[src/rtl/spi_mm_pkg.sv]
// Package: shared constants, register selector type and the prescale
// decoding used by the memory-mapped SPI master.
// Assumes a byte-addressed bus with word registers on 4-byte offsets.
package spi_mm_pkg;

    localparam int BUS_ADDR_W   = 5;
    localparam int BUS_DATA_W   = 32;
    localparam int SPI_WORD_W   = 16;
    localparam int SPI_NARROW_W = 8;
    localparam int PRESC_W      = 5;
    localparam int HALF_W       = PRESC_W - 1;

    // Register byte offsets
    localparam int OFS_CTRL  = 'h00;
    localparam int OFS_CFG   = 'h04;
    localparam int OFS_TX    = 'h08;
    localparam int OFS_RX    = 'h0C;
    localparam int OFS_CAUSE = 'h10;

    // Configuration bit positions
    localparam int CFG_WIDE_BIT = 5;
    localparam int CFG_TIM_BIT  = 14;

    // Smallest half period, in system clocks (ratio 4)
    localparam int HALF_MIN = 2;

    typedef enum logic [2:0] {
        SEL_CTRL,
        SEL_CFG,
        SEL_TX,
        SEL_RX,
        SEL_CAUSE,
        SEL_NONE
    } reg_sel_e;

    // Turn the offset-coded prescale field into a half period count.
    // Top bit clear, or a half period under the minimum, falls back to the minimum.
    function automatic logic [HALF_W-1:0] presc_to_half(input logic [PRESC_W-1:0] p);
        if (p[PRESC_W-1] && (p[HALF_W-1:0] >= HALF_W'(HALF_MIN)))
            return p[HALF_W-1:0];
        else
            return HALF_W'(HALF_MIN);
    endfunction

endpackage

[src/rtl/spi_mm_regs.sv]
// Register file of the SPI master: address decode, write side effects,
// read multiplexer, receive latch and sticky completion cause.
// Assumes one-cycle write strobes and a combinational read path.
module spi_mm_regs
    import spi_mm_pkg::*;
#(
    parameter int ADDR_W   = BUS_ADDR_W,
    parameter int DATA_W   = BUS_DATA_W,
    parameter int WORD_W   = SPI_WORD_W,
    parameter int NARROW_W = SPI_NARROW_W
) (
    input  logic                clk,
    input  logic                rst_n,
    input  logic                bus_wr,
    input  logic [ADDR_W-1:0]   bus_addr,
    input  logic [DATA_W-1:0]   bus_wdata,
    output logic [DATA_W-1:0]   bus_rdata,
    input  logic                busy,
    input  logic                done,
    input  logic [WORD_W-1:0]   rx_word,
    output logic                start,
    output logic [WORD_W-1:0]   tx_word,
    output logic                wide,
    output logic [PRESC_W-1:0]  presc,
    output logic                cs_assert,
    output logic                cause
);

    localparam int PAD_W = WORD_W - NARROW_W;

    logic                ctrl_q;
    logic                cfg_wide_q;
    logic                cfg_tim_q;
    logic [PRESC_W-1:0]  cfg_presc_q;
    logic [WORD_W-1:0]   tx_q;
    logic [WORD_W-1:0]   rx_q;
    logic                cause_q;
    reg_sel_e            sel;
    logic                wr_ctrl, wr_cfg, wr_tx, wr_cause;
    logic [WORD_W-1:0]   rx_masked;

    // Decode the bus offset into a register selector
    always_comb begin
        if      (bus_addr == ADDR_W'(OFS_CTRL))  sel = SEL_CTRL;
        else if (bus_addr == ADDR_W'(OFS_CFG))   sel = SEL_CFG;
        else if (bus_addr == ADDR_W'(OFS_TX))    sel = SEL_TX;
        else if (bus_addr == ADDR_W'(OFS_RX))    sel = SEL_RX;
        else if (bus_addr == ADDR_W'(OFS_CAUSE)) sel = SEL_CAUSE;
        else                                     sel = SEL_NONE;
    end

    // Per-register write strobes
    always_comb begin
        wr_ctrl  = bus_wr && (sel == SEL_CTRL);
        wr_cfg   = bus_wr && (sel == SEL_CFG);
        wr_tx    = bus_wr && (sel == SEL_TX);
        wr_cause = bus_wr && (sel == SEL_CAUSE);
    end

    // A transmit write only starts a word when the engine is idle
    assign start = wr_tx && !busy;

    // Keep only the meaningful received bits for the current word size
    generate
        if (PAD_W > 0) begin : g_rx_pad
            assign rx_masked = cfg_wide_q ? rx_word
                                          : {{PAD_W{1'b0}}, rx_word[NARROW_W-1:0]};
        end else begin : g_rx_nopad
            assign rx_masked = rx_word;
        end
    endgenerate

    // Control register: select drive bit
    always_ff @(posedge clk) begin
        if (!rst_n)       ctrl_q <= 1'b0;
        else if (wr_ctrl) ctrl_q <= bus_wdata[0];
    end

    // Configuration register: word size, timing flag and prescale
    always_ff @(posedge clk) begin
        if (!rst_n) begin
            cfg_wide_q  <= 1'b0;
            cfg_tim_q   <= 1'b0;
            cfg_presc_q <= '0;
        end else if (wr_cfg) begin
            cfg_wide_q  <= bus_wdata[CFG_WIDE_BIT];
            cfg_tim_q   <= bus_wdata[CFG_TIM_BIT];
            cfg_presc_q <= bus_wdata[PRESC_W-1:0];
        end
    end

    // Transmit readback: last word that actually started an exchange
    always_ff @(posedge clk) begin
        if (!rst_n)     tx_q <= '0;
        else if (start) tx_q <= bus_wdata[WORD_W-1:0];
    end

    // Receive latch: captured on the completion cycle
    always_ff @(posedge clk) begin
        if (!rst_n)    rx_q <= '0;
        else if (done) rx_q <= rx_masked;
    end

    // Completion cause: set by completion, cleared by writing zero, set wins
    always_ff @(posedge clk) begin
        if (!rst_n)                              cause_q <= 1'b0;
        else if (done)                           cause_q <= 1'b1;
        else if (wr_cause && (bus_wdata == '0))  cause_q <= 1'b0;
    end

    // Read multiplexer
    always_comb begin
        bus_rdata = '0;
        unique case (sel)
            SEL_CTRL:  bus_rdata[0] = ctrl_q;
            SEL_CFG: begin
                bus_rdata[CFG_TIM_BIT]   = cfg_tim_q;
                bus_rdata[CFG_WIDE_BIT]  = cfg_wide_q;
                bus_rdata[PRESC_W-1:0]   = cfg_presc_q;
            end
            SEL_TX:    bus_rdata = DATA_W'(tx_q);
            SEL_RX:    bus_rdata = DATA_W'(rx_q);
            SEL_CAUSE: bus_rdata[0] = cause_q;
            default:   bus_rdata = '0;
        endcase
    end

    assign tx_word   = bus_wdata[WORD_W-1:0];
    assign wide      = cfg_wide_q;
    assign presc     = cfg_presc_q;
    assign cs_assert = ctrl_q;
    assign cause     = cause_q;

endmodule

[src/rtl/spi_mm_clkdiv.sv]
// Half-period timer: while run is high, pulses tick once every `half`
// system clocks; each tick marks one serial clock edge.
// Assumes half is at least 1 and held stable while run is high.
module spi_mm_clkdiv #(
    parameter int HALF_W = spi_mm_pkg::HALF_W
) (
    input  logic              clk,
    input  logic              rst_n,
    input  logic              run,
    input  logic [HALF_W-1:0] half,
    output logic              tick
);

    logic [HALF_W-1:0] cnt_q;
    logic              at_end;

    assign at_end = (cnt_q == (half - HALF_W'(1)));
    assign tick   = run && at_end;

    // Count system clocks within one half period, parked at zero when idle
    always_ff @(posedge clk) begin
        if (!rst_n || !run) cnt_q <= '0;
        else if (at_end)    cnt_q <= '0;
        else                cnt_q <= cnt_q + HALF_W'(1);
    end

endmodule

[src/rtl/spi_mm_shift.sv]
// Mode-0 shift engine: on start loads the word (left-aligned when narrow),
// toggles sclk on each tick, samples miso on rising edges and advances
// mosi on falling edges. done is high in the cycle before the final
// falling edge takes effect.
// Assumes start is only raised while busy is low.
module spi_mm_shift #(
    parameter int WORD_W   = spi_mm_pkg::SPI_WORD_W,
    parameter int NARROW_W = spi_mm_pkg::SPI_NARROW_W,
    parameter int HALF_W   = spi_mm_pkg::HALF_W
) (
    input  logic              clk,
    input  logic              rst_n,
    input  logic              start,
    input  logic              wide,
    input  logic [WORD_W-1:0] tx_word,
    input  logic [HALF_W-1:0] half_in,
    input  logic              tick,
    input  logic              miso,
    output logic              sclk,
    output logic              mosi,
    output logic              busy,
    output logic              done,
    output logic [WORD_W-1:0] rx_word,
    output logic [HALF_W-1:0] half_q
);

    localparam int CNT_W = $clog2(WORD_W + 1);
    localparam int PAD_W = WORD_W - NARROW_W;

    logic [WORD_W-1:0] tx_sh;
    logic [WORD_W-1:0] rx_sh;
    logic [CNT_W-1:0]  bits_left;
    logic              sclk_q;
    logic              busy_q;
    logic [WORD_W-1:0] tx_load;
    logic              last_fall;

    // Align a narrow word to the top so the first bit is always the MSB
    generate
        if (PAD_W > 0) begin : g_align
            assign tx_load = wide ? tx_word
                                  : {tx_word[NARROW_W-1:0], {PAD_W{1'b0}}};
        end else begin : g_noalign
            assign tx_load = tx_word;
        end
    endgenerate

    assign last_fall = busy_q && tick && sclk_q && (bits_left == CNT_W'(1));

    // Exchange sequencer: load, toggle, sample on rise, shift on fall
    always_ff @(posedge clk) begin
        if (!rst_n) begin
            busy_q    <= 1'b0;
            sclk_q    <= 1'b0;
            tx_sh     <= '0;
            rx_sh     <= '0;
            bits_left <= '0;
            half_q    <= HALF_W'(spi_mm_pkg::HALF_MIN);
        end else if (start && !busy_q) begin
            busy_q    <= 1'b1;
            sclk_q    <= 1'b0;
            tx_sh     <= tx_load;
            rx_sh     <= '0;
            bits_left <= wide ? CNT_W'(WORD_W) : CNT_W'(NARROW_W);
            half_q    <= half_in;
        end else if (busy_q && tick) begin
            sclk_q <= !sclk_q;
            if (!sclk_q) begin
                rx_sh <= {rx_sh[WORD_W-2:0], miso};
            end else if (last_fall) begin
                busy_q <= 1'b0;
            end else begin
                tx_sh     <= {tx_sh[WORD_W-2:0], 1'b0};
                bits_left <= bits_left - CNT_W'(1);
            end
        end
    end

    assign sclk    = sclk_q;
    assign mosi    = tx_sh[WORD_W-1];
    assign busy    = busy_q;
    assign done    = last_fall;
    assign rx_word = rx_sh;

endmodule

[src/rtl/mmio_spi_master.sv]
// Top level of the memory-mapped single-select SPI master: joins the
// register file, the half-period timer and the mode-0 shift engine.
// Assumes a single system clock and synchronous active-low reset.
module mmio_spi_master
    import spi_mm_pkg::*;
#(
    parameter int ADDR_W   = BUS_ADDR_W,
    parameter int DATA_W   = BUS_DATA_W,
    parameter int WORD_W   = SPI_WORD_W,
    parameter int NARROW_W = SPI_NARROW_W
) (
    input  logic              clk,
    input  logic              rst_n,
    input  logic              bus_wr,
    input  logic [ADDR_W-1:0] bus_addr,
    input  logic [DATA_W-1:0] bus_wdata,
    output logic [DATA_W-1:0] bus_rdata,
    output logic              sclk,
    output logic              mosi,
    input  logic              miso,
    output logic              cs_n
);

    logic                busy_w;
    logic                done_w;
    logic                start_w;
    logic                wide_w;
    logic                cs_on_w;
    logic                cause_w;
    logic                tick_w;
    logic [WORD_W-1:0]   tx_w;
    logic [WORD_W-1:0]   rx_w;
    logic [PRESC_W-1:0]  presc_w;
    logic [HALF_W-1:0]   half_dec_w;
    logic [HALF_W-1:0]   half_run_w;

    // Decode the prescale field into a half period
    assign half_dec_w = presc_to_half(presc_w);

    // Select is driven only by software
    assign cs_n = !cs_on_w;

    spi_mm_regs #(
        .ADDR_W   (ADDR_W),
        .DATA_W   (DATA_W),
        .WORD_W   (WORD_W),
        .NARROW_W (NARROW_W)
    ) u_regs (
        .clk       (clk),
        .rst_n     (rst_n),
        .bus_wr    (bus_wr),
        .bus_addr  (bus_addr),
        .bus_wdata (bus_wdata),
        .bus_rdata (bus_rdata),
        .busy      (busy_w),
        .done      (done_w),
        .rx_word   (rx_w),
        .start     (start_w),
        .tx_word   (tx_w),
        .wide      (wide_w),
        .presc     (presc_w),
        .cs_assert (cs_on_w),
        .cause     (cause_w)
    );

    spi_mm_clkdiv #(
        .HALF_W (HALF_W)
    ) u_clkdiv (
        .clk   (clk),
        .rst_n (rst_n),
        .run   (busy_w),
        .half  (half_run_w),
        .tick  (tick_w)
    );

    spi_mm_shift #(
        .WORD_W   (WORD_W),
        .NARROW_W (NARROW_W),
        .HALF_W   (HALF_W)
    ) u_shift (
        .clk     (clk),
        .rst_n   (rst_n),
        .start   (start_w),
        .wide    (wide_w),
        .tx_word (tx_w),
        .half_in (half_dec_w),
        .tick    (tick_w),
        .miso    (miso),
        .sclk    (sclk),
        .mosi    (mosi),
        .busy    (busy_w),
        .done    (done_w),
        .rx_word (rx_w),
        .half_q  (half_run_w)
    );

endmodule

[config.mk]
export PLATFORM = sky130hd
export DESIGN_NAME = mmio_spi_master
export DESIGN_NICKNAME = d
export VERILOG_FILES = /design/src/rtl/spi_mm_pkg.sv /design/src/rtl/spi_mm_regs.sv /design/src/rtl/spi_mm_clkdiv.sv /design/src/rtl/spi_mm_shift.sv /design/src/rtl/mmio_spi_master.sv
export SDC_FILE = /design/constraint.sdc
export NUM_CORES = 1
export LEC_CHECK = 0
export BUFFER_PORTS_ARGS = -buffer_cell sky130_fd_sc_hd__buf_2
export CAP_MARGIN = 30
export CORE_ASPECT_RATIO = 1.1
export CORE_MARGIN = 5
export CORE_UTILIZATION = 60
export DETAILED_ROUTE_END_ITERATION = 16
export HOLD_SLACK_MARGIN = 0.08
export PLACE_DENSITY = 0.85
export SYNTH_ARGS = -nofsm -noshare
export SYNTH_HDL_FRONTEND = slang
export SYNTH_SLANG_ARGS = --single-unit
[constraint.sdc]
create_clock -name clk -period 4.6 [get_ports clk]
set_clock_uncertainty 0.15 [all_clocks]
set_input_delay 0.46 -clock clk [delete_from_list [all_inputs] [get_ports clk]]
set_output_delay 0.46 -clock clk [all_outputs]
set_load 0.01 [all_outputs]
Yosys cells after proc, flatten, opt, wreduce, memory -nomap -nowiden
Cells that the tools add are included.
{"block": "classes", "add_sub_neg": 3, "magnitude_cmp": 1, "n_eq_ne": 11, "muxes": 28, "n_bitwise": 2, "n_reduce_logical": 29}
{"op": "$mux 16", "n": 6}
{"op": "$logic_not 32->1", "n": 1}
{"op": "$mux 5", "n": 5}
{"op": "$pmux 8 s2", "n": 1}
{"op": "$pmux 5 s3", "n": 1}
{"op": "$logic_and 1x1->1", "n": 12}
{"op": "$mux 3", "n": 4}
{"op": "$eq 5x4->1 const B", "n": 2}
{"op": "$reduce_bool 2->1", "n": 4}
{"op": "$mux 1", "n": 7}
{"op": "$eq 3x2->1 const B", "n": 2}
{"op": "$reduce_and 3->1", "n": 2}
{"op": "$eq 5x1->1 const B", "n": 1}
{"op": "$eq 5x3->1 const B", "n": 1}
{"op": "$eq 5x5->1 const B", "n": 1}
{"op": "$logic_not 5->1", "n": 1}
{"op": "$pmux 1 s5", "n": 1}
{"op": "$sub 5x1->5 const B", "n": 1}
{"op": "$add 4x1->4 const B", "n": 1}
{"op": "$eq 4x4->1", "n": 1}
{"op": "$ge 4x2->1 const B", "n": 1}
{"op": "$logic_not 1->1", "n": 4}
{"op": "$mux 4", "n": 1}
{"op": "$reduce_or 2->1", "n": 2}
{"op": "10 further kinds", "n": 11}
{"block": "word_totals", "regBits": 88, "word_cells": 88}

Depth between registers and ports, before layout
Gate-level depths: netlist of the first run.
{"block": "depth", "depth_word": 12, "mapped_depth": 9}

Cells and area by module
Synthesis of the first run repeated with hierarchy kept, for this count alone.
{"block": "hier_totals", "cells_unflattened": 469, "hier_area_um2": 4438.0}
{"mod": "spi_mm_regs", "n_inst": 1, "cells_per_inst": 227, "area_each_um2": 2242.2, "seq_area_each_um2": 820.8}
{"mod": "spi_mm_shift", "n_inst": 1, "cells_per_inst": 211, "area_each_um2": 1899.3, "seq_area_each_um2": 860.8}
{"mod": "spi_mm_clkdiv", "n_inst": 1, "cells_per_inst": 25, "area_each_um2": 259.0, "seq_area_each_um2": 80.1}
{"mod": "mmio_spi_master", "n_inst": 1, "cells_per_inst": 6, "area_each_um2": 37.5, "seq_area_each_um2": 0.0}

Worst setup path before layout of the first run
Ideal clock, no wire load.
{"block": "synth_timing", "path_kind": "input -> output", "start": "input bus_addr[4]", "end": "output bus_rdata[10]", "arrival_time_ns": 1.792, "required_ns": 3.990, "setup_slack_ns": 2.198, "stages": 4, "cell_sequence": "or4b_4 -> nor2_1 -> clkbuf_1 -> a22o_1"}
{"block": "synth_via", "elab_chain_cells": 8}
{"item": "start, declared", "line_no": "mmio_spi_master.sv:15", "rtl": "input logic [ADDR_W-1:0] bus_addr,"}
{"item": "$eq 5x5->1", "line_no": "spi_mm_regs.sv:48", "rtl": "else if (bus_addr == ADDR_W'(OFS_CAUSE)) sel = SEL_CAUSE;"}
{"item": "$mux 1", "line_no": "spi_mm_regs.sv:48"}
{"item": "$mux 3", "line_no": "spi_mm_regs.sv:47", "rtl": "else if (bus_addr == ADDR_W'(OFS_RX)) sel = SEL_RX;"}
{"item": "$mux 3", "line_no": "spi_mm_regs.sv:46", "rtl": "else if (bus_addr == ADDR_W'(OFS_TX)) sel = SEL_TX;"}
{"item": "$mux 3", "line_no": "spi_mm_regs.sv:45", "rtl": "else if (bus_addr == ADDR_W'(OFS_CFG)) sel = SEL_CFG;"}
{"item": "$mux 3 *", "line_no": "spi_mm_regs.sv:44", "rtl": "if (bus_addr == ADDR_W'(OFS_CTRL)) sel = SEL_CTRL;"}
{"item": "$eq 3x2->1", "line_no": "spi_mm_regs.sv:114", "rtl": "unique case (sel)"}
{"item": "$pmux 8 s2 *", "line_no": "spi_mm_regs.sv:114"}
{"item": "end, declared", "line_no": "mmio_spi_master.sv:17", "rtl": "output logic [DATA_W-1:0] bus_rdata,"}
Every way passes the cells marked *; elsewhere a longest branch is shown, timed or not.

Worst setup path after layout of the first run
{"block": "layout_timing", "start": "register u_shift.bits_left[1]", "end": "register u_shift.busy_q (netlist: u_shift.busy)"}
{"block": "layout_via", "elab_chain_cells": 4}
{"item": "start, declared", "line_no": "spi_mm_shift.sv:32", "rtl": "logic [CNT_W-1:0] bits_left;"}
{"item": "start signal, assigned", "line_no": "spi_mm_shift.sv:64", "rtl": "bits_left <= wide ? CNT_W'(WORD_W) : CNT_W'(NARROW_W);"}
{"item": "start signal, assigned", "line_no": "spi_mm_shift.sv:74", "rtl": "bits_left <= bits_left - CNT_W'(1);"}
{"item": "$eq 5x1->1", "line_no": "spi_mm_shift.sv:48", "rtl": "assign last_fall = busy_q && tick && sclk_q && (bits_left == CNT_W'(1));"}
{"item": "$logic_and 1x1->1", "line_no": "spi_mm_shift.sv:48"}
{"item": "$reduce_bool 2->1 (no source line)"}
{"item": "$reduce_and 3->1 (no source line)"}
{"item": "end signal, assigned", "line_no": "spi_mm_shift.sv:53", "rtl": "busy_q <= 1'b0;"}
{"item": "end signal, assigned", "line_no": "spi_mm_shift.sv:60", "rtl": "busy_q <= 1'b1;"}
{"item": "end signal, assigned", "line_no": "spi_mm_shift.sv:71", "rtl": "busy_q <= 1'b0;"}
{"item": "end, declared", "line_no": "spi_mm_shift.sv:34", "rtl": "logic busy_q;"}
No other way between the ends.
A chain may end at the register's enable or synchronous reset.

==> results of run 1 <==
[through the flow]
step                      utilization, %  instances
final                               68.7        621
after global routing                68.7        621
after CTS                           68.6        620
after detailed placement            65.6        604
after global placement              65.6        604
after floorplan                        -        507
[logic make-up (layout without fill, tap and decap cells)]
family | count (synthesis) | count (layout)
adder cells (fa/ha/maj) | 4 | 4
flip-flops | 88 | 88
AO/OA/AOI/OAI | 112 | 112
other | 1 | 16
AND/OR/NAND/NOR | 194 | 194
multiplexers | 18 | 18
XOR/XNOR | 7 | 7
buffers and inverters | 68 | 100
[layout make-up]
cell class                 count  area (um^2)
clock buffer                  14          163
tap                           82          103
multi-input combinational    351         2050
fill                         547         2060
sequential                    88         1760
clock inverter                 2         37.5
timing repair buffer          66          348
inverter                      18         67.6
[layout by cell type, fill, tap and decap left out, types with 3 or more instances in the layout]
| master | synthesis | layout |
|---|---|---|
| dfxtp_1 | 88 | 88 |
| nand2_1 | 78 | 78 |
| buf_2 | 7 | 59 |
| a21oi_1 | 55 | 55 |
| nor2_1 | 41 | 41 |
| nand3_1 | 25 | 25 |
| inv_1 | 17 | 17 |
| mux2i_1 | 17 | 17 |
| conb_1 | 1 | 16 |
| and3_1 | 11 | 11 |
| clkbuf_8 | 0 | 11 |
| a211oi_1 | 10 | 10 |
| a2111oi_1 | 10 | 10 |
| a22o_1 | 9 | 9 |
| nor4_1 | 9 | 9 |
| o21ai_0 | 8 | 8 |
| a222oi_1 | 7 | 7 |
| nor2b_1 | 7 | 7 |
| buf_4 | 17 | 7 |
| or3_1 | 4 | 4 |
| nor3_1 | 4 | 4 |
| ha_1 | 4 | 4 |
| xnor2_1 | 3 | 3 |
| xor2_1 | 3 | 3 |
| a31oi_1 | 3 | 3 |
| clkbuf_1 | 24 | 3 |
[registers in the layout, indices dropped and copies added (netlist names)]
register	count
u_regs.wide	1
u_shift.bits_left	5
u_clkdiv.cnt_q	4
u_regs.cause	1
u_shift.sclk	1
u_regs.cs_assert	1
u_regs.presc	5
u_regs.rx_q	16
u_shift.half_q	4
u_regs.tx_q	16
u_shift.busy	1
u_shift.rx_word	16
u_shift.tx_sh	16
u_regs.cfg_tim_q	1
[how the worst max path moves through the flow]
stage	to	cells after the start
2_1_floorplan	bus_rdata[10]	4
3_3_place_gp	bus_rdata[14]	6
3_5_place_dp	bus_rdata[14]	6
4_1_cts	bus_rdata[14]	6
5_1_grt	u_shift.busy	7
6_report	u_shift.busy	7
[metal layers]
layer	GRT usage, %	vias to the layer above	share of wire (%)
met4	14.0	0	3.2
met2	41.9	152	50
met3	4.33	33	6.8
li1	-	1791	-
met1	32.2	1766	40
met5	0	-	0
[power by group through the flow]
stage	sequential, mW	combinational (mW)	clock (mW)
finish	0.767	0.0723	0.541
global route	0.767	0.0784	0.585
CTS	0.767	0.0702	0.546
detailed placement	0.785	0.0698	0
global placement	0.785	0.0687	0
floorplan	0.784	0.0437	0
[critical path: cells and delay by family (launching register included)]
| kind | cells | cell delay [ns] |
|---|---|---|
| AND/OR/NAND/NOR | 4 | 1.72 |
| AO/OA/AOI/OAI | 1 | 0.38 |
| flip-flops | 1 | 0.32 |
| adder cells (fa/ha/maj) | 1 | 0.17 |
| buffers and inverters | 1 | 0.09 |
==> out/metrics.csv, run 1 <==
stage,metric,value,unit
power,P_int,1.07,mW
routing,via count,3742,
synthesis,"EDFF count, synth",0,
synthesis,leading area contributor after synthesis,dfxtp_1,
die,die width,88.6,um
critical_path,R2R Path Start,u_shift.bits_left[1],
min_path,Hold/Removal Path Class,input pin to flip-flop,
power,Net Sw Frac,22.5,%
min_path,Min-Delay Endpoint,u_shift.rx_word[0],
synthesis,Synth cell types,47,
power,power share of the sequential group,55.6,%
power,Max IR drop VDD,338,uV
critical_path,CP Class,flip-flop to flip-flop,
synthesis,Yosys top cell area share,43.2,%
die,Starting Density,61.8,%
job,Max Cap Violations,0,
power,Cell Pwr Density,305,nW/um^2
clock_tree,clock sink total,88,
timing,RSZ-0062 raised after global routing,no,
timing,Max-slew headroom,35.0,%
synthesis,post-synthesis mux area share,4.45,%
clock_tree,worst skew pair latency,0.35,ns
timing,worst slew pin tran,0.975,ns
die,Die H,96.4,um
die,CORE AREA,6590,um^2
critical_path,max incr delay on CP,0.79,ns
timing,Final period util,64.5,%
cells_and_area,area grow syn2layout,11.2,%
clock_tree,Root Buffer,clkbuf_8,
cells_and_area,nets,579,
routing,Pre-antenna DRT Iters,5,
global_route,first-pass GRT wire length,16900,um
critical_path,Critical Path RT,4.66,ns
cells_and_area,ANT cells,0,
die,row count,31,
routing,Starting DRT DRC Count,461,
power,sw power,0.311,mW
clock_tree,Clock Path Buffers,2,
synthesis,Syn Std Cell Area,4080,um^2
timing,Fin Setup TNS,0,ns
placement,Post-Place Worst Slack,1.45,ns
synthesis,Post-synth top cells,"88 x dfxtp_1, 78 x nand2_1, 55 x a21oi_1",
routing,Vias/cell,6.03,
synthesis,Compound-Gate Fraction of Synth Area,18.1,%
synthesis,Synth Area per Inst,8.28,um^2
power,leakage,1.84,nW
synthesis,synthesized instance count,492,
critical_path,Crit Reg-Reg Endpoint,u_shift.busy,
min_path,Hold Crit Start,miso,
clock_tree,# hold bufs at CTS,0,
cells_and_area,Final Instance Area,4530,um^2
placement,Port Buffers,59,
synthesis,Simple-Gate Fraction of Synth Area,23.0,%
synthesis,prevailing post-synth register cell,dfxtp_1,
synthesis,Synth Area in Adders,1.23,%
routing,Routed Antenna Nets,0,
clock_tree,Post-CTS Resized,0,
critical_path,Crit Path Max Fanout,20,
critical_path,worst r2r path cells,7,
clock_tree,# Post-CTS Setup Buffers,0,
clock_tree,Worst-path clk slew,0.08,ns
critical_path,crit path from,u_shift.bits_left[1],
critical_path,CP Cell Sequence,inv_1 -> ha_1 -> or4b_1 -> nor2_1 -> nand4bb_1 -> a21oi_1 -> nor2_1,
critical_path,flop2flop setup slack,1.63,ns
global_route,Total Routing Usage GR,25.7,%
die,num ports,76,
timing,# setup viols final,0,
critical_path,startpoint types,flip-flop,
timing,final hold violation count,0,
clock_tree,total CTS buffers,9,
critical_path,CP Capture Type,flip-flop,
synthesis,Area contributors post-synth,"dfxtp_1 43%, nand2_1 7.2%, a21oi_1 6.8%, mux2i_1 4.2%, nor2_1 3.8%",
clock_tree,TritonCTS clock tree,yes,
placement,post-DP HPWL,7190,um
timing,worst hold slack,0.193,ns
synthesis,post-synthesis sequential area ratio,43.2,%
routing,final wirelength,10500,um
timing,Period minus WS final,2.97,ns
synthesis,largest family of logic cells by synthesized area,simple AND/OR/NAND/NOR gates,
placement,Placer Congestion,0.824,
synthesis,register bit total from synthesis,88,
synthesis,Post-synth ARST share,0,%
timing,fmax,337,MHz
power,clock power share,39.2,%
global_route,GR Overflow Total,0,
routing,drt wl/cell,16.9,um
critical_path,"most used cell, CP",nor2_1,
routing,detailed-route DRC error count,0,
cells_and_area,layout cells sized above 1,16.1,%
synthesis,xor-xnor portion of the synthesized cell area,1.84,%
global_route,largest net degree at the start of global routing,42,
global_route,vias in the first global route,3528,
power,Final Total Pwr,1.38,mW
critical_path,Crit-path slowest cell,or4b_1,
critical_path,CP arrival,3.03,ns
synthesis,Ys Warns,0,
timing,final setup margin,1.63,ns
placement,"Cell Area, Placed",4320,um^2
min_path,Hold Path Depth,3,
die,Die ar.,8540,um^2
global_route,initial antenna violation count,0,
run_status,status,finished clean,
clock_tree,H-tree Lvls,3,
power,Comb pwr share,5.2,%
synthesis,most frequent cell after synthesis,dfxtp_1,
timing,fin. max-slew vios,0,
(Power assumes the default switching activity.)
==> run 2, diff against run 1 <==
--- a/config.mk
+++ b/config.mk
@@ -9,10 +9,10 @@
 export CAP_MARGIN = 30
 export CORE_ASPECT_RATIO = 1.1
 export CORE_MARGIN = 5
-export CORE_UTILIZATION = 60
+export CORE_UTILIZATION = 50
 export DETAILED_ROUTE_END_ITERATION = 16
 export HOLD_SLACK_MARGIN = 0.08
-export PLACE_DENSITY = 0.85
+export PLACE_DENSITY = 0.76
 export SYNTH_ARGS = -nofsm -noshare
 export SYNTH_HDL_FRONTEND = slang
 export SYNTH_SLANG_ARGS = --single-unit
==> constraint.sdc (replaced) <==
create_clock -name clk -period 2.4 [get_ports clk]
set_clock_uncertainty 0.15 [all_clocks]
set_input_delay 0.24 -clock clk [delete_from_list [all_inputs] [get_ports clk]]
set_output_delay 0.24 -clock clk [all_outputs]
set_load 0.01 [all_outputs]
==> run 2 against run 1 <==
  * Sequential power increased by 92%
  * Register-to-register slack got worse by 1.6 ns
  * Critical path depth increased by 1
  * First-iteration DRC count decreased by 56%
  * Sequential cell count unchanged
  * Via count increased by 2.3%
  * Global-route usage decreased by 3.3 points
  * Non-clock buffer count increased by 31
  * Utilization decreased by 6.4 points
  * Total power increased by 100%
  * Routed wire length increased by 6.2%
  * Clock-buffer cell count decreased by 5
  * Critical endpoint is now u_shift.tx_sh[4]
==> out/metrics.csv, run 2 (synthesis results as in run 1) <==
stage,metric,value,unit
run_status,status,finished clean,
routing,Routed Antenna Nets,0,
critical_path,CP Capture Type,flip-flop,
global_route,first-pass GRT wire length,17900,um
power,Comb pwr share,6.1,%
global_route,largest net degree at the start of global routing,43,
timing,final hold violation count,0,
global_route,initial antenna violation count,0,
critical_path,max incr delay on CP,0.38,ns
cells_and_area,area grow syn2layout,20.9,%
power,P_int,2.13,mW
die,Die H,105,um
routing,final wirelength,11100,um
routing,drt wl/cell,16.4,um
clock_tree,Root Buffer,clkbuf_8,
timing,# setup viols final,0,
min_path,Hold Crit Start,bus_wr,
routing,Pre-antenna DRT Iters,5,
timing,fin. max-slew vios,0,
placement,placed cells,644,
power,Final Total Pwr,2.80,mW
global_route,vias in the first global route,3639,
routing,detailed-route DRC error count,0,
global_route,GRT busiest layer,met2,
routing,Vias/cell,5.65,
job,Max Cap Violations,0,
timing,Final period util,98.4,%
global_route,GR Overflow Total,0,
clock_tree,TritonCTS clock tree,yes,
cells_and_area,"commonest non-fill, non-tap cell in the layout",dfxtp_1,
critical_path,Crit-path slowest cell,dfxtp_1,
timing,Max-slew headroom,46.8,%
clock_tree,Clock Path Buffers,2,
die,Die ar.,10100,um^2
cells_and_area,fill count,723,
critical_path,startpoint types,flip-flop,
cells_and_area,ANT cells,0,
critical_path,Crit Reg-Reg Endpoint,u_shift.tx_sh[4],
placement,Port Buffers,59,
die,Starting Density,51.5,%
routing,via count,3829,
clock_tree,# Post-CTS Setup Buffers,0,
critical_path,CP Cell Sequence,inv_1 -> ha_1 -> xor2_2 -> nand3_2 -> or3_1 -> buf_4 -> nor4_1 -> a2111oi_1,
critical_path,CP Class,flip-flop to flip-flop,
critical_path,Bufs and invs on worst path,2,
critical_path,Crit Path Max Fanout,7,
clock_tree,H-tree Lvls,3,
min_path,Hold Path Depth,3,
power,Cell Pwr Density,568,nW/um^2
global_route,Total Routing Usage GR,22.4,%
min_path,Hold/Removal Path Class,input pin to flip-flop,
clock_tree,worst skew pair latency,0.35,ns
power,Net Sw Frac,23.7,%
critical_path,Critical Path RT,2.47,ns
timing,worst slew pin tran,0.797,ns
power,Max IR drop VDD,425,uV
clock_tree,total CTS buffers,9,
cells_and_area,post-layout util,62.3,%
timing,RSZ-0062 raised after global routing,yes,
global_route,M2 GR Usage,36.4,%
cells_and_area,Layout Cells excl Fill,678,
critical_path,CP arrival,2.43,ns
global_route,GR Layer Usage met1,28.2,%
critical_path,R2R Path Start,u_shift.half_q[1],
critical_path,critical path's top delay family,simple AND/OR/NAND/NOR gates,
critical_path,worst r2r path cells,8,
routing,Starting DRT DRC Count,204,
placement,post-DP HPWL,7680,um
timing,fmax,423,MHz
timing,Period minus WS final,2.36,ns
die,die width,96.1,um
clock_tree,clock sink total,88,
die,num ports,76,
cells_and_area,"commonest non-fill, non-tap cells in the layout","88 x dfxtp_1, 77 x nand2_1, 59 x buf_2",
die,row count,34,
power,sw power,0.664,mW
critical_path,flop2flop setup slack,0.04,ns
clock_tree,Worst-path clk slew,0.09,ns
min_path,Min-Delay Endpoint,u_regs.presc[4],
global_route,met3 usage,3.74,%
die,CORE AREA,7910,um^2
placement,Placer Congestion,0.832,
power,power share of the sequential group,52.5,%
cells_and_area,layout cells sized above 1,18.4,%
power,leakage,2.02,nW
power,clock power share,41.3,%
cells_and_area,nets,610,
==> run 2: power by group through the flow <==
stage / logic (mW) / registers [mW] / clock network [mW]
final: 0.172 / 1.47 / 1.16
after global placement: 0.141 / 1.50 / 0
after CTS: 0.167 / 1.47 / 1.17
after floorplan: 0.0837 / 1.50 / 0
after detailed placement: 0.145 / 1.50 / 0
after global routing: 0.185 / 1.47 / 1.23
==> run 2: worst max-delay path by stage <==
stage,to,cells after the start,start,slack [ns]
after floorplan,u_shift.bits_left[3],8,u_shift.half_q[0],0.006
after global placement,u_shift.tx_sh[6],7,bus_addr[4],0.14
after detailed placement,u_shift.tx_sh[4],8,u_shift.half_q[1],-0.05
after CTS,u_shift.tx_sh[4],8,u_shift.half_q[1],0.07
after global routing,u_shift.tx_sh[13],8,u_shift.half_q[1],-0.06
final,u_shift.tx_sh[4],8,u_shift.half_q[1],0.04
==> run 2: worst register-to-register path, cell delays in order, from the launching register on <==
cell,delay (ns)
dfxtp_1,0.38
inv_1,0.06
ha_1,0.31
xor2_2,0.20
nand3_2,0.12
or3_1,0.38
buf_4,0.19
nor4_1,0.33
a2111oi_1,0.12
==> run 2: area by class of cell <==
type	instances	area, um^2	share of cell area [%]
Clock buffer	9	124	2.51
Timing Repair Buffer	97	676	13.7
Multi-Input combinational cell	351	2060	41.8
Clock inverter	7	101	2.06
Inverter	18	67.6	1.37
Sequential cell	88	1760	35.8
Tap cell	108	135	2.74
==> run 2: metal layers <==
metal  share of wire [%]  routed length [um]
met5                   0                   0
met4                 3.4                 380
met3                 6.7                 740
met2                  49                5450
met1                  41                4560
==> run 2: what timing repair did <==
item,CTS,global route
gates resized for setup,2,1
hold endpoints to repair,30,0
setup endpoints to repair,2,9
hold buffers,18,0
pin swaps,0,0
==> run 2: metrics by stage <==
step | worst slack (ns) | hold WS [ns] | TNS (ns) | instance area [um^2]
3_3_place_gp | 0.135 | 0.289 | 0 | 4510
4_1_cts | 0.0693 | 0.0958 | 0 | 4920
3_5_place_dp | -0.0459 | 0.294 | -0.0459 | 4510
6_report | 0.0380 | 0.120 | 0 | 4930
2_1_floorplan | 0.00601 | 0.166 | 0 | 4130
5_1_grt | -0.0596 | 0.120 | -0.175 | 4930
==> run 3, diff against run 2 <==
--- a/config.mk
+++ b/config.mk
@@ -9,10 +9,11 @@
 export CAP_MARGIN = 30
 export CORE_ASPECT_RATIO = 1.1
 export CORE_MARGIN = 5
-export CORE_UTILIZATION = 50
+export CORE_UTILIZATION = 51
 export DETAILED_ROUTE_END_ITERATION = 16
 export HOLD_SLACK_MARGIN = 0.08
 export PLACE_DENSITY = 0.76
 export SYNTH_ARGS = -nofsm -noshare
 export SYNTH_HDL_FRONTEND = slang
+export SYNTH_HIERARCHICAL = 1
 export SYNTH_SLANG_ARGS = --single-unit
==> run 3 against run 2 <==
  * Area after synthesis grew 8.9%
  * Synthesized cell count fell by 4.7%
  * Clock power decreased by 9%
  * Fmax up 3.1%
  * Combinational power down 4%
  * Die area grew 6.1%
  * Critical endpoint is now u_regs/rx_q[15]
  * Largest cell class unchanged
  * Setup slack better by 0.070 ns
  * Register-to-register slack better by 0.07 ns
  * Clock-buffer cell count did not move
  * Sequential share of layout area shrank 0.96 points
  * Non-clock buffer count decreased by 6
==> out/metrics.csv, run 3 <==
stage,metric,value,unit
critical_path,flop2flop setup slack,0.11,ns
synthesis,leading area contributor after synthesis,dfxtp_1,
synthesis,"EDFF count, synth",0,
routing,via count,3456,
placement,Placer Congestion,0.800,
die,row count,35,
global_route,initial antenna violation count,0,
clock_tree,Clock Path Buffers,2,
die,Die H,108,um
timing,fin. max-slew vios,0,
power,leakage,2.18,nW
die,num ports,76,
critical_path,CP Class,flip-flop to flip-flop,
critical_path,Crit Reg-Reg Endpoint,u_regs/rx_q[15],
routing,Pre-antenna DRT Iters,5,
synthesis,synthesized instance count,469,
global_route,first-pass GRT wire length,16600,um
critical_path,Crit Path Max Fanout,8,
timing,worst slew pin tran,0.564,ns
routing,drt wl/cell,16.1,um
synthesis,post-synthesis sequential area ratio,39.7,%
critical_path,CP Capture Type,flip-flop,
synthesis,Post-synth top cells,"88 x dfxtp_1, 49 x mux2i_1, 48 x nand2_1",
routing,Vias/cell,5.37,
synthesis,prevailing post-synth register cell,dfxtp_1,
global_route,largest net degree at the start of global routing,38,
routing,Routed Antenna Nets,0,
cells_and_area,ANT cells,0,
global_route,vias in the first global route,3432,
clock_tree,Root Buffer,clkbuf_8,
synthesis,Synth cell types,59,
timing,Max-slew headroom,62.4,%
power,Max IR drop VDD,338,uV
timing,RSZ-0062 raised after global routing,yes,
placement,Port Buffers,59,
synthesis,Syn Std Cell Area,4440,um^2
synthesis,most frequent cell after synthesis,dfxtp_1,
synthesis,Synth Area per Inst,9.46,um^2
cells_and_area,nets,572,
synthesis,Yosys top cell area share,39.7,%
routing,Starting DRT DRC Count,172,
job,Max Cap Violations,0,
synthesis,register bit total from synthesis,88,
timing,Period minus WS final,2.29,ns
critical_path,critical path capture point,u_regs/rx_q[15],
critical_path,Crit-path slowest cell,xor3_2,
die,CORE AREA,8450,um^2
timing,# setup viols final,0,
clock_tree,TritonCTS clock tree,yes,
synthesis,Ys Warns,6,
die,die width,98.9,um
critical_path,CP Cell Sequence,xor3_2 -> nor3_4 -> and3_4 -> nand3_4 -> nor2_4 -> buf_6 -> and2b_2 -> a21oi_1 -> nor2b_1,
critical_path,CP arrival,2.40,ns
clock_tree,total CTS buffers,9,
timing,final setup margin,0.108,ns
routing,final wirelength,10300,um
critical_path,max incr delay on CP,0.45,ns
die,Die ar.,10700,um^2
placement,"Cell Area, Placed",4630,um^2
run_status,status,finished clean,
die,Starting Density,52.5,%
power,Final Total Pwr,2.68,mW
synthesis,Post-synth ARST share,0,%
min_path,Hold/Removal Path Class,input pin to flip-flop,
synthesis,Area contributors post-synth,"dfxtp_1 40%, mux2i_1 11%, nor2b_1 5.9%, buf_4 5.6%, nand2_1 4.1%",
placement,Post-Place Worst Slack,-0.0136,ns
cells_and_area,post-layout util,60.1,%
placement,post-DP HPWL,7270,um
critical_path,crit path from,u_clkdiv/cnt_q[2],
critical_path,worst r2r path cells,9,
clock_tree,H-tree Lvls,3,
cells_and_area,Final Instance Area,5080,um^2
power,Cell Pwr Density,528,nW/um^2
critical_path,R2R Path Start,u_clkdiv/cnt_q[2],
cells_and_area,"commonest non-fill, non-tap cell in the layout",dfxtp_1,
global_route,Total Routing Usage GR,19.2,%
cells_and_area,area grow syn2layout,14.4,%
cells_and_area,layout cells sized above 1,25.9,%
critical_path,startpoint types,flip-flop,
cells_and_area,"commonest non-fill, non-tap cells in the layout","84 x dfxtp_1, 59 x buf_2, 49 x mux2i_1",
clock_tree,worst skew pair latency,0.36,ns
timing,Fin Setup TNS,0,ns
global_route,GR Overflow Total,0,
timing,final hold violation count,0,
timing,Final period util,95.5,%
timing,fmax,436,MHz
clock_tree,clock sink total,88,
critical_path,Critical Path RT,2.51,ns
clock_tree,Worst-path clk slew,0.09,ns
routing,detailed-route DRC error count,0,
## run 3: area by class of cell
class	count	area (um^2)
clock buffers	9	124
clock inverters	7	80.1
fillers	710	3370
inverters	13	48.8
multi-input cells	324	2330
flip-flops and latches	88	1770
well taps	111	139
repair buffers	91	592
## run 3: how the worst min path moves through the flow
stage / slack [ns] / start / endpoint / cells after the start
final: 0.10 / bus_wdata[5] / u_regs/wide / 3
after global routing: 0.10 / bus_wdata[4] / u_regs/presc[4] / 3
after CTS: 0.08 / bus_wdata[6] / u_regs/tx_q[6] / 3
after detailed placement: 0.31 / u_shift/rx_word[15] / u_shift/rx_word[15] / 2
after global placement: 0.30 / u_shift/rx_word[15] / u_shift/rx_word[15] / 2
after floorplan: 0.23 / miso / u_shift/rx_word[0] / 2
## run 3: cell families after synthesis
group,share of synthesized area [%]
other,0.0845
AO/OA/AOI/OAI,11.2
multiplexers,11.3
XOR/XNOR,2.34
flip-flops,39.7
AND/OR/NAND/NOR,23.2
adder cells (fa/ha/maj),1.13
buffers and inverters,11.0
## run 3: per-stage QoR
stage / cells / hold slack (ns)
after floorplan: 484 / 0.226
after global placement: 610 / 0.299
after detailed placement: 610 / 0.309
after CTS: 639 / 0.0817
after global routing: 643 / 0.102
final: 643 / 0.103
## run 3: power breakdown
group	internal [mW]	switching [mW]	total [mW]	leakage, nW
clock network	0.490	0.559	1.05	0.0960
logic	0.0729	0.0920	0.165	1.37
registers	1.46	0.00409	1.47	0.710
total	2.03	0.655	2.68	2.18
## run 3: routing by layer
layer,track usage [%],up-vias,wire [um]
li1,-,1705,-
met1,23.4,1643,4480
met2,32.4,86,5170
met3,4.08,22,404
met4,8.49,0,284
met5,0,-,0
## run 3: worst max-delay path: cells and delay by family (launching register included)
family,cells,cell delay [ns]
flops,1,0.34
xor+xnor,1,0.45
compound gates,1,0.13
simple gates,6,0.96
buf+inv,1,0.16
## run 3: repair_timing
item,in CTS,in global routing
hold buffers,13,0
gates cloned,0,1
setup buffers,0,3
endpoints found under the setup margin,1,14
resized for setup,5,15
hold endpoints to repair,16,0
pin swaps,2,3
